**src/rtl/trm_pkg.sv**
```systemverilog
package trm_pkg;
    localparam int NPIN     = 10;
    localparam int NLINE    = 7;
    localparam int NSIG     = 8;
    localparam int SEL_W    = 5;
    localparam int DSEL_W   = $clog2(NSIG);
    localparam int ADDR_W   = 5;
    localparam int DATA_W   = 16;
    localparam int CODE_LINE0 = NPIN;
    localparam int A_PIN_OE   = NSIG;
    localparam int A_LINE_OE  = NSIG + 1;
    localparam int A_DSEL0    = NSIG + 2;

    typedef logic [SEL_W-1:0]  sel_t;
    typedef logic [DSEL_W-1:0] dsel_t;

    localparam sel_t CODE_NONE = '1;

    typedef struct packed {
        sel_t  [NSIG-1:0]  src;
        logic  [NPIN-1:0]  pin_oe;
        logic  [NLINE-1:0] line_oe;
        dsel_t [NLINE-1:0] dsel;
    } cfg_t;

    typedef enum logic [1:0] {
        SRC_PIN  = 2'd0,
        SRC_LINE = 2'd1,
        SRC_NONE = 2'd2
    } src_kind_e;

    function automatic src_kind_e decode_kind(sel_t code);
        if (int'(code) < NPIN)
            return SRC_PIN;
        else if (int'(code) < NPIN + NLINE)
            return SRC_LINE;
        else
            return SRC_NONE;
    endfunction

    function automatic int pin_sig(int p);
        return p % NSIG;
    endfunction
endpackage

```
**src/rtl/trm_regs.sv**
```systemverilog
module trm_regs
    import trm_pkg::*;
(
    input  logic              clk,
    input  logic              rst,
    input  logic              wr_en,
    input  logic [ADDR_W-1:0] wr_addr,
    input  logic [DATA_W-1:0] wr_data,
    output cfg_t              cfg
);
    always_ff @(posedge clk) begin
        if (rst) begin
            for (int s = 0; s < NSIG; s++) cfg.src[s] <= CODE_NONE;
            cfg.pin_oe  <= '0;
            cfg.line_oe <= '0;
            for (int l = 0; l < NLINE; l++) cfg.dsel[l] <= '0;
        end else if (wr_en) begin
            for (int s = 0; s < NSIG; s++)
                if (wr_addr == ADDR_W'(s)) cfg.src[s] <= wr_data[SEL_W-1:0];
            if (wr_addr == ADDR_W'(A_PIN_OE))
                cfg.pin_oe <= wr_data[NPIN-1:0];
            if (wr_addr == ADDR_W'(A_LINE_OE))
                cfg.line_oe <= wr_data[NLINE-1:0];
            for (int l = 0; l < NLINE; l++)
                if (wr_addr == ADDR_W'(A_DSEL0 + l)) cfg.dsel[l] <= wr_data[DSEL_W-1:0];
        end
    end
endmodule

```
**src/rtl/trm_drive.sv**
```systemverilog
module trm_drive
    import trm_pkg::*;
(
    input  cfg_t             cfg,
    input  logic [NSIG-1:0]  int_sig,
    input  logic [NPIN-1:0]  pin_i,
    input  logic [NLINE-1:0] line_i,
    output logic [NPIN-1:0]  pin_o,
    output logic [NPIN-1:0]  pin_oe,
    output logic [NLINE-1:0] line_o,
    output logic [NLINE-1:0] line_oe,
    output logic [NPIN-1:0]  pin_eff,
    output logic [NLINE-1:0] line_eff
);
    for (genvar p = 0; p < NPIN; p++) begin : g_pin
        assign pin_oe[p]  = cfg.pin_oe[p];
        assign pin_o[p]   = cfg.pin_oe[p] & int_sig[pin_sig(p)];
        // loopback: an enabled pin routes what it drives
        assign pin_eff[p] = cfg.pin_oe[p] ? pin_o[p] : pin_i[p];
    end

    for (genvar l = 0; l < NLINE; l++) begin : g_line
        assign line_oe[l]  = cfg.line_oe[l];
        assign line_o[l]   = cfg.line_oe[l] & int_sig[cfg.dsel[l]];
        assign line_eff[l] = cfg.line_oe[l] ? line_o[l] : line_i[l];
    end
endmodule

```
**src/rtl/trm_sync.sv**
```systemverilog
module trm_sync #(
    parameter int WIDTH = 1
) (
    input  logic             clk,
    input  logic             rst,
    input  logic [WIDTH-1:0] d,
    output logic [WIDTH-1:0] q
);
    logic [WIDTH-1:0] stage1;

    always_ff @(posedge clk) begin
        if (rst) begin
            stage1 <= '0;
            q      <= '0;
        end else begin
            stage1 <= d;
            q      <= stage1;
        end
    end
endmodule

```
**src/rtl/trm_src_mux.sv**
```systemverilog
module trm_src_mux
    import trm_pkg::*;
(
    input  sel_t             code,
    input  logic [NPIN-1:0]  pins,
    input  logic [NLINE-1:0] lines,
    output logic             out
);
    always_comb begin
        out = 1'b0;
        unique case (decode_kind(code))
            SRC_PIN: begin
                for (int p = 0; p < NPIN; p++)
                    if (code == SEL_W'(p)) out = pins[p];
            end
            SRC_LINE: begin
                for (int l = 0; l < NLINE; l++)
                    if (code == SEL_W'(CODE_LINE0 + l)) out = lines[l];
            end
            default: out = 1'b0;
        endcase
    end
endmodule

```
**src/rtl/trm_route_matrix.sv**
```systemverilog
module trm_route_matrix
    import trm_pkg::*;
(
    input  logic              clk,
    input  logic              rst,
    input  logic              wr_en,
    input  logic [ADDR_W-1:0] wr_addr,
    input  logic [DATA_W-1:0] wr_data,
    input  logic [NPIN-1:0]   pin_i,
    output logic [NPIN-1:0]   pin_o,
    output logic [NPIN-1:0]   pin_oe_o,
    input  logic [NLINE-1:0]  line_i,
    output logic [NLINE-1:0]  line_o,
    output logic [NLINE-1:0]  line_oe_o,
    input  logic [NSIG-1:0]   int_sig_i,
    output logic [NSIG-1:0]   rt_sig_o
);
    localparam int SYNC_W = NPIN + NLINE;

    cfg_t             cfg;
    logic [NPIN-1:0]  pin_eff;
    logic [NLINE-1:0] line_eff;
    logic [SYNC_W-1:0] sync_q;

    trm_regs u_regs (
        .clk     (clk),
        .rst     (rst),
        .wr_en   (wr_en),
        .wr_addr (wr_addr),
        .wr_data (wr_data),
        .cfg     (cfg)
    );

    trm_drive u_drive (
        .cfg      (cfg),
        .int_sig  (int_sig_i),
        .pin_i    (pin_i),
        .line_i   (line_i),
        .pin_o    (pin_o),
        .pin_oe   (pin_oe_o),
        .line_o   (line_o),
        .line_oe  (line_oe_o),
        .pin_eff  (pin_eff),
        .line_eff (line_eff)
    );

    trm_sync #(.WIDTH(SYNC_W)) u_sync (
        .clk (clk),
        .rst (rst),
        .d   ({line_eff, pin_eff}),
        .q   (sync_q)
    );

    for (genvar s = 0; s < NSIG; s++) begin : g_sig
        trm_src_mux u_mux (
            .code  (cfg.src[s]),
            .pins  (sync_q[NPIN-1:0]),
            .lines (sync_q[SYNC_W-1:NPIN]),
            .out   (rt_sig_o[s])
        );
    end
endmodule

```
**config.mk**
```make
export PLATFORM = sky130hd
export DESIGN_NAME = trm_route_matrix
export DESIGN_NICKNAME = d
export VERILOG_FILES = /design/src/rtl/trm_pkg.sv /design/src/rtl/trm_regs.sv /design/src/rtl/trm_drive.sv /design/src/rtl/trm_sync.sv /design/src/rtl/trm_src_mux.sv /design/src/rtl/trm_route_matrix.sv
export SDC_FILE = /design/constraint.sdc
export NUM_CORES = 1
export LEC_CHECK = 0
export CAP_MARGIN = 10
export CORE_MARGIN = 4
export CORE_UTILIZATION = 45
export CTS_CLUSTER_SIZE = 30
export DETAILED_ROUTE_END_ITERATION = 8
export PLACE_DENSITY = 0.79
export SETUP_SLACK_MARGIN = 0.2
export SYNTH_ARGS = -nofsm -noshare
export SYNTH_HDL_FRONTEND = slang
export SYNTH_HIERARCHICAL = 1
export SYNTH_SLANG_ARGS = --single-unit
```
**constraint.sdc**
```tcl
create_clock -name clk -period 2.9 [get_ports clk]
set_clock_uncertainty 0.05 [all_clocks]
set_input_delay 0.29 -clock clk [delete_from_list [all_inputs] [get_ports clk]]
set_output_delay 0.29 -clock clk [all_outputs]
set_load 0.005 [all_outputs]
```
==> qor.yml, run 1 <==
die:
  die_y_um: 128.5
  ios: 91
  placementRows: 43
  fp.dieW_um: 128.5
  core-area_mm2: 0.01404
  initial_core_util_pct: 46.49
  die_area_mm2: 0.01650
place:
  gp_congestion: 0.8738
  dp_hpwl_um: 12070
  port_buffers: 84
cells_and_area:
  diodes: 0
  syn_to_final_growth_pct: 16.44
  most-common-layout-cells: "mux2i_1, dfxtp_1, clkdlybuf4s50_1"
  drive_gt1_share_pct: 15.07
  fillers: 1198
  fin_nets: 754
  final_common_cell: "mux2i_1"
synth:
  ys_types: 37
  synthesis.nets: 703
  ys_top_cells_by_area: "dfxtp_1, mux2i_1, nand2b_1"
  synth_area_mm2: 0.006529
  yosysSeqAreaShare_pct: 34.34
  ys_ff_latch: 112
  netlist_instances: 654
  synth_top_area_share_pct: 34.34
  synth_warnings: 6
  synth_top_area_cell: "dfxtp_1"
  syn_avg_cell_area_um2: 9.983
sta:
  hold_viol: 0
  period_share_pct: 92.10
  fmax_mhz: 374.4
  hold_ws_ps: 391.8
  rsz0062_at_grt: "true"
  slew-limit-headroom_pct: 37.59
  finalCriticalPeriod_ps: 2671
  finalSetupViolCount: 0
  drv_slew: 0
  tns_ps: 0
  worst_pin_slew_ps: 932.8
global_route:
  gr-total-overflow: 0
  grt_pass1_wl_um: 27670
  grt_usage_pct: 21.17
  grt_pass1_vias: 5328
  grt_max_degree: 99
  antenna_found_initial: 0
clock_tree:
  cts_sinks: 112
  cts.path.max_buffers: 2
  insertion_delay_ps: 360
  clkSlewWorstSetupHoldPaths_ps: 80
  cts_root_buf: "clkbuf_16"
  cts_tree: "done"
  cts-resized-gates: 10
  post_cts_buffers: 0
  ctsHoldBuffers: 0
  cts_buffers: 9
  h-tree-depth: 3
routing:
  viasPerCell: 5.863
  dr.first_iter.drc_count: 338
  wl_um: 17680
  drc: 0
  dr.pass1.iters: 5
  vias: 5218
  postRouteAntennaNets: 0
  routedWlPerCell_um: 19.86
worst_setup_path:
  worstPathRequired_ps: 2560
  worstPathArrival_ps: 2330
  crit_type: "flip-flop to primary output"
  startpoint_type: "flip-flop"
  endpoint_kind: "primary output"
  critPathMaxFanout: 8
power:
  switching_power_uw: 810.3
  ir_worst_vdd_mv: 0.2487
  p_int_mw: 2.322
  power.leakage_nw: 3.257
  p_seq_share_pct: 51.5
  p_per_area_mw_per_mm2: 412.0
  comb_power_share_pct: 9.3
  clockPowerShare_pct: 39.2
  p_sw_share_pct: 25.87
flow_run:
  drv_cap: 0
worst_hold_path:
  hold_class: "flip-flop to flip-flop"
outcome:
  status: "complete, no violations"
stage by stage:
| stage | setup slack [ps] | cell area (um^2) | instances | power, mW | utilization (%) |
|---|---|---|---|---|---|
| after floorplan | 1200 | 6529 | 654 | 1.799 | - |
| after global placement | 220.4 | 7281 | 874 | 1.927 | 51.85 |
| after detailed placement | 195.3 | 7281 | 874 | 1.936 | 51.85 |
| after CTS | 185.5 | 7580 | 890 | 3.144 | 53.98 |
| after global routing | 162.1 | 7602 | 890 | 3.228 | 54.14 |
| final | 229.1 | 7602 | 890 | 3.132 | 54.14 |
logic make-up (layout without fill, tap and decap cells):
| logic type | Yosys count | count (layout) | share of synthesized area, % |
|---|---|---|---|
| AOI/OAI and AO/OA | 80 | 80 | 10.39 |
| buffers and inverters | 64 | 120 | 6.209 |
| DFF | 112 | 112 | 34.34 |
| muxes | 154 | 154 | 27.60 |
| and+or+nand+nor | 244 | 244 | 21.46 |
registers in the layout (all words and copies together) (netlist names):
name,flops
u_regs/cfg,78
u_sync/q,17
u_sync/stage1,17
per-layer routing:
| metal | GRT usage [%] | up-vias | wire length (um) |
|---|---|---|---|
| li1 | - | 2438 | - |
| met1 | 26.30 | 2505 | 7677 |
| met2 | 35.58 | 220 | 8325 |
| met3 | 4.774 | 55 | 1129 |
| met4 | 8.552 | 0 | 544 |
| met5 | 0 | - | 0 |
cell usage after synthesis:
master,instances
nand3_1,18
and2b_2,4
nand4b_1,3
o21ai_1,3
nor4_1,23
mux4_1,8
buf_2,9
buf_4,17
mux2i_1,114
and3_1,2
nor2_1,47
nand2_2,1
inv_1,15
dfxtp_1,112
buf_6,12
and4bb_1,1
a21oi_1,8
nand2_1,25
a21boi_0,8
and3_4,7
o22ai_1,7
mux4_2,8
mux2_2,24
and4bb_2,1
and4b_1,1
nor2b_1,39
and2_1,11
nor4b_2,1
a21o_1,8
a2111oi_2,7
a211oi_1,8
clkbuf_1,11
o21ai_0,16
o41ai_2,7
nand2b_1,59
a211oi_2,8
nand4_1,1
worst max-delay path: stages, from the launching register on:
cell and delay (ps):
dfxtp_1 610, mux2i_1 180, nand3_1 150, a211oi_2 80
a211oi_1 380, clkdlybuf4s50_1 580
layout make-up:
class / instances / area (um^2) / area share, %
clock inverter: 7 / 66.31 / 0.8723
timing repair buffer: 89 / 878.3 / 11.55
tap: 180 / 225.2 / 2.962
inverter: 15 / 56.30 / 0.7406
sequential: 112 / 2265 / 29.79
clock buffer: 9 / 225.2 / 2.962
multi-input combinational: 478 / 3886 / 51.12
worst paths after layout:
path	cells after the start	endpoint	slack, ps	start
max	5	rt_sig_o[4]	230	u_sync/q[8]$_SDFF_PP0_
min	1	u_sync/q[2]$_SDFF_PP0_	390	u_sync/stage1[2]$_SDFF_PP0_
max reg2reg	4	u_sync/stage1[13]$_SDFF_PP0_	1340	u_regs/cfg[9]$_SDFFE_PP0P_
min reg2reg	1	u_sync/q[2]$_SDFF_PP0_	390	u_sync/stage1[2]$_SDFF_PP0_
power groups by stage:
stage / Sequential, mW / Combinational, mW / Clock [mW]
floorplan: 1.62 / 0.175 / 0
global placement: 1.65 / 0.281 / 0
detailed placement: 1.65 / 0.288 / 0
CTS: 1.61 / 0.289 / 1.24
global route: 1.62 / 0.310 / 1.30
finish: 1.61 / 0.291 / 1.23
Power figures use the tool's default switching activity.
==> run 2: changes to the inputs <==
Settings changed: CELL_PAD_IN_SITES_DETAIL_PLACEMENT from default to 1, CELL_PAD_IN_SITES_GLOBAL_PLACEMENT from default to 1, CORE_MARGIN 4 to default, HOLD_SLACK_MARGIN from default to 0.1, PLACE_DENSITY 0.79 to 0.95.
==> run 2 against run 1 <==
Core utilization rose by 0.21 points. Combinational power rose by 4%. Register-to-register slack got worse by 30 ps. Count of clock-buffer cells in the layout did not move. Power rose by 5.6%. Sequential power barely moved. Critical endpoint is now line_o[5]. Clock power rose by 13%. Sequential share of layout area barely moved. Worst hold slack improved by 3.3 ps. Final area rose by 0.40%. Maximum frequency fell by 0.70%.
==> qor.yml, run 2 (synthesis gave the netlist of run 1 again) <==
routing:
  viasPerCell: 6.035  # +2.9%
  dr.first_iter.drc_count: 268  # -21%
  routedWlPerCell_um: 23.47  # +18%
  dr.pass1.iters: 4  # -1
  wl_um: 20840  # +18%
  drc: 0  # unchanged
  vias: 5359  # +2.7%
  postRouteAntennaNets: 0  # unchanged
die:
  placementRows: 43  # unchanged
  core-area_mm2: 0.01404  # unchanged
  die_y_um: 122.5  # -4.7%
  fp.dieW_um: 122.5  # -4.7%
  die_area_mm2: 0.01499  # -9.1%
  ios: 91  # unchanged
  initial_core_util_pct: 46.49  # unchanged
global_route:
  grt_pass1_vias: 5946  # +12%
  grt_pass1_wl_um: 32220  # +16%
  antenna_found_initial: 0  # unchanged
  grt_max_degree: 96  # -3.0%
  gr-total-overflow: 0  # unchanged
  grt_usage_pct: 28.54  # +7.4 points
clock_tree:
  insertion_delay_ps: 350  # about the same
  cts_sinks: 112  # unchanged
  clkSlewWorstSetupHoldPaths_ps: 80  # about the same
  post_cts_buffers: 0  # unchanged
  cts_tree: "done"
  cts_root_buf: "clkbuf_16"
  cts_buffers: 9  # unchanged
  cts.path.max_buffers: 2  # unchanged
  h-tree-depth: 3  # unchanged
worst_setup_path:
  startpoint_type: "input port"
  worstPathRequired_ps: 2560  # about the same
  worstPathArrival_ps: 2350  # +20 ps
  crit_type: "input port to primary output"
  endpoint_kind: "primary output"
  critPathMaxFanout: 9  # +1
cells_and_area:
  fillers: 1538  # +28%
  largestRegisters: "u_regs/cfg: 78 flops, u_sync/q: 17 flops, u_sync/stage1: 17 flops"
  final_common_cell: "mux2i_1"
  regMostFlops: "u_regs/cfg"
  fin_nets: 752  # -0.27%
  most-common-layout-cells: "mux2i_1, dfxtp_1, clkdlybuf4s50_1"
  final_cells: 888  # -0.22%
  finalInstanceArea_mm2: 0.007632  # +0.40%
  diodes: 0  # unchanged
  syn_to_final_growth_pct: 16.90
  drive_gt1_share_pct: 14.97  # -0.099 points
  largest_reg_flops: 78  # unchanged
  fin_util_pct: 54.35  # +0.21 points
power:
  p_per_area_mw_per_mm2: 433.5  # +5.2%
  switching_power_uw: 826.8  # +2.0%
  p_int_mw: 2.482  # +6.9%
  p_total_mw: 3.308  # +5.6%
  ir_worst_vdd_mv: 0.2964  # +19%
  clockPowerShare_pct: 42.1  # +2.9 points
  p_sw_share_pct: 24.99  # -0.88 points
  power.leakage_nw: 3.240  # -0.52%
  p_seq_share_pct: 48.8  # -2.7 points
  comb_power_share_pct: 9.1  # -0.2 points
worst_hold_path:
  hold_class: "flip-flop to flip-flop"
outcome:
  status: "complete, no violations"
sta:
  hold_viol: 0  # unchanged
  rsz0062_at_grt: "false"
  finalSetupViolCount: 0  # unchanged
  finalWorstSetupSlack_ps: 210.2  # -18.86 ps
  drv_slew: 0  # unchanged
  worst_pin_slew_ps: 1066  # +133.1 ps
  period_share_pct: 92.75  # +0.65 points
  fmax_mhz: 371.8  # -0.70%
  finalCriticalPeriod_ps: 2690  # +18.86 ps
  tns_ps: 0  # unchanged
  hold_ws_ps: 395.1  # +3.281 ps
  slew-limit-headroom_pct: 28.68  # -8.9 points
place:
  port_buffers: 84  # unchanged
  gp_congestion: 0.8815  # +0.88%
  dp.cells: 872  # -0.23%
  pre_cts_ws_ps: 160.1  # -35.21 ps
  placed_area_mm2: 0.007266  # -0.21%
  dp_hpwl_um: 14310  # +19%
flow_run:
  drv_cap: 0  # unchanged
run 2: cell count changes in the layout (fill, tap and decap cells not counted), moves of 2 or more:
cell            delta
buf_4              -2
clkinvlp_4         +2
dfxtp_2            -3
nor4_1             -2
nor4_2             +2
bufinv_16          +2
dfxtp_4            +3
dlymetal6s2s_1     -2
run 2: cell type report:
class	instances	area, um^2	share of cell area (%)
well taps	180	225.2	2.951
flip-flops and latches	112	2272	29.77
inverters	15	56.30	0.7377
multi-input cells	478	3894	51.02
repair buffers	87	857.1	11.23
clock inverters	7	102.6	1.344
clock buffers	9	225.2	2.951
run 2: per-layer routing:
layer / wire length (um) / global-route usage [%] / vias up / part of all wire [%]
met2: 10550 / 49.89 / 212 / 51
met3: 1055 / 5.158 / 68 / 5.1
met1: 8419 / 33.23 / 2639 / 40
met4: 815 / 14.48 / 0 / 3.9
met5: 0 / 0 / - / 0
li1: - / - / 2440 / -
run 2: critical path, cell delays in order:
cell	delay, ps
clkdlybuf4s50_1	750
mux2_2	260
o22ai_1	110
nor4_1	340
clkdlybuf4s50_1	590
run 2: what timing repair did:
| action | 4_1_cts | 5_1_grt |
|---|---|---|
| setup endpoints to repair | 12 | 4 |
| hold buffers | 0 | 0 |
| gates resized for setup | 17 | 8 |
| pin swaps | 0 | 0 |
run 2: power groups by stage:
stage	Clock [mW]	Sequential, mW	Combinational (mW)
after floorplan	0	1.62	0.175
after global placement	0	1.65	0.282
after detailed placement	0	1.65	0.296
after CTS	1.42	1.61	0.298
after global routing	1.47	1.62	0.317
final	1.39	1.61	0.302
run 2: final timing paths:
kind                                    start                      endpoint  slack, ps  depth (start not counted)
hold reg to reg   u_sync/stage1[2]$_SDFF_PP0_        u_sync/q[2]$_SDFF_PP0_        400                          1
hold / removal    u_sync/stage1[2]$_SDFF_PP0_        u_sync/q[2]$_SDFF_PP0_        400                          1
setup reg to reg  u_regs/cfg[18]$_SDFFE_PP0P_  u_sync/stage1[16]$_SDFF_PP0_       1310                          4
setup / recovery                 int_sig_i[3]                     line_o[5]        210                          5
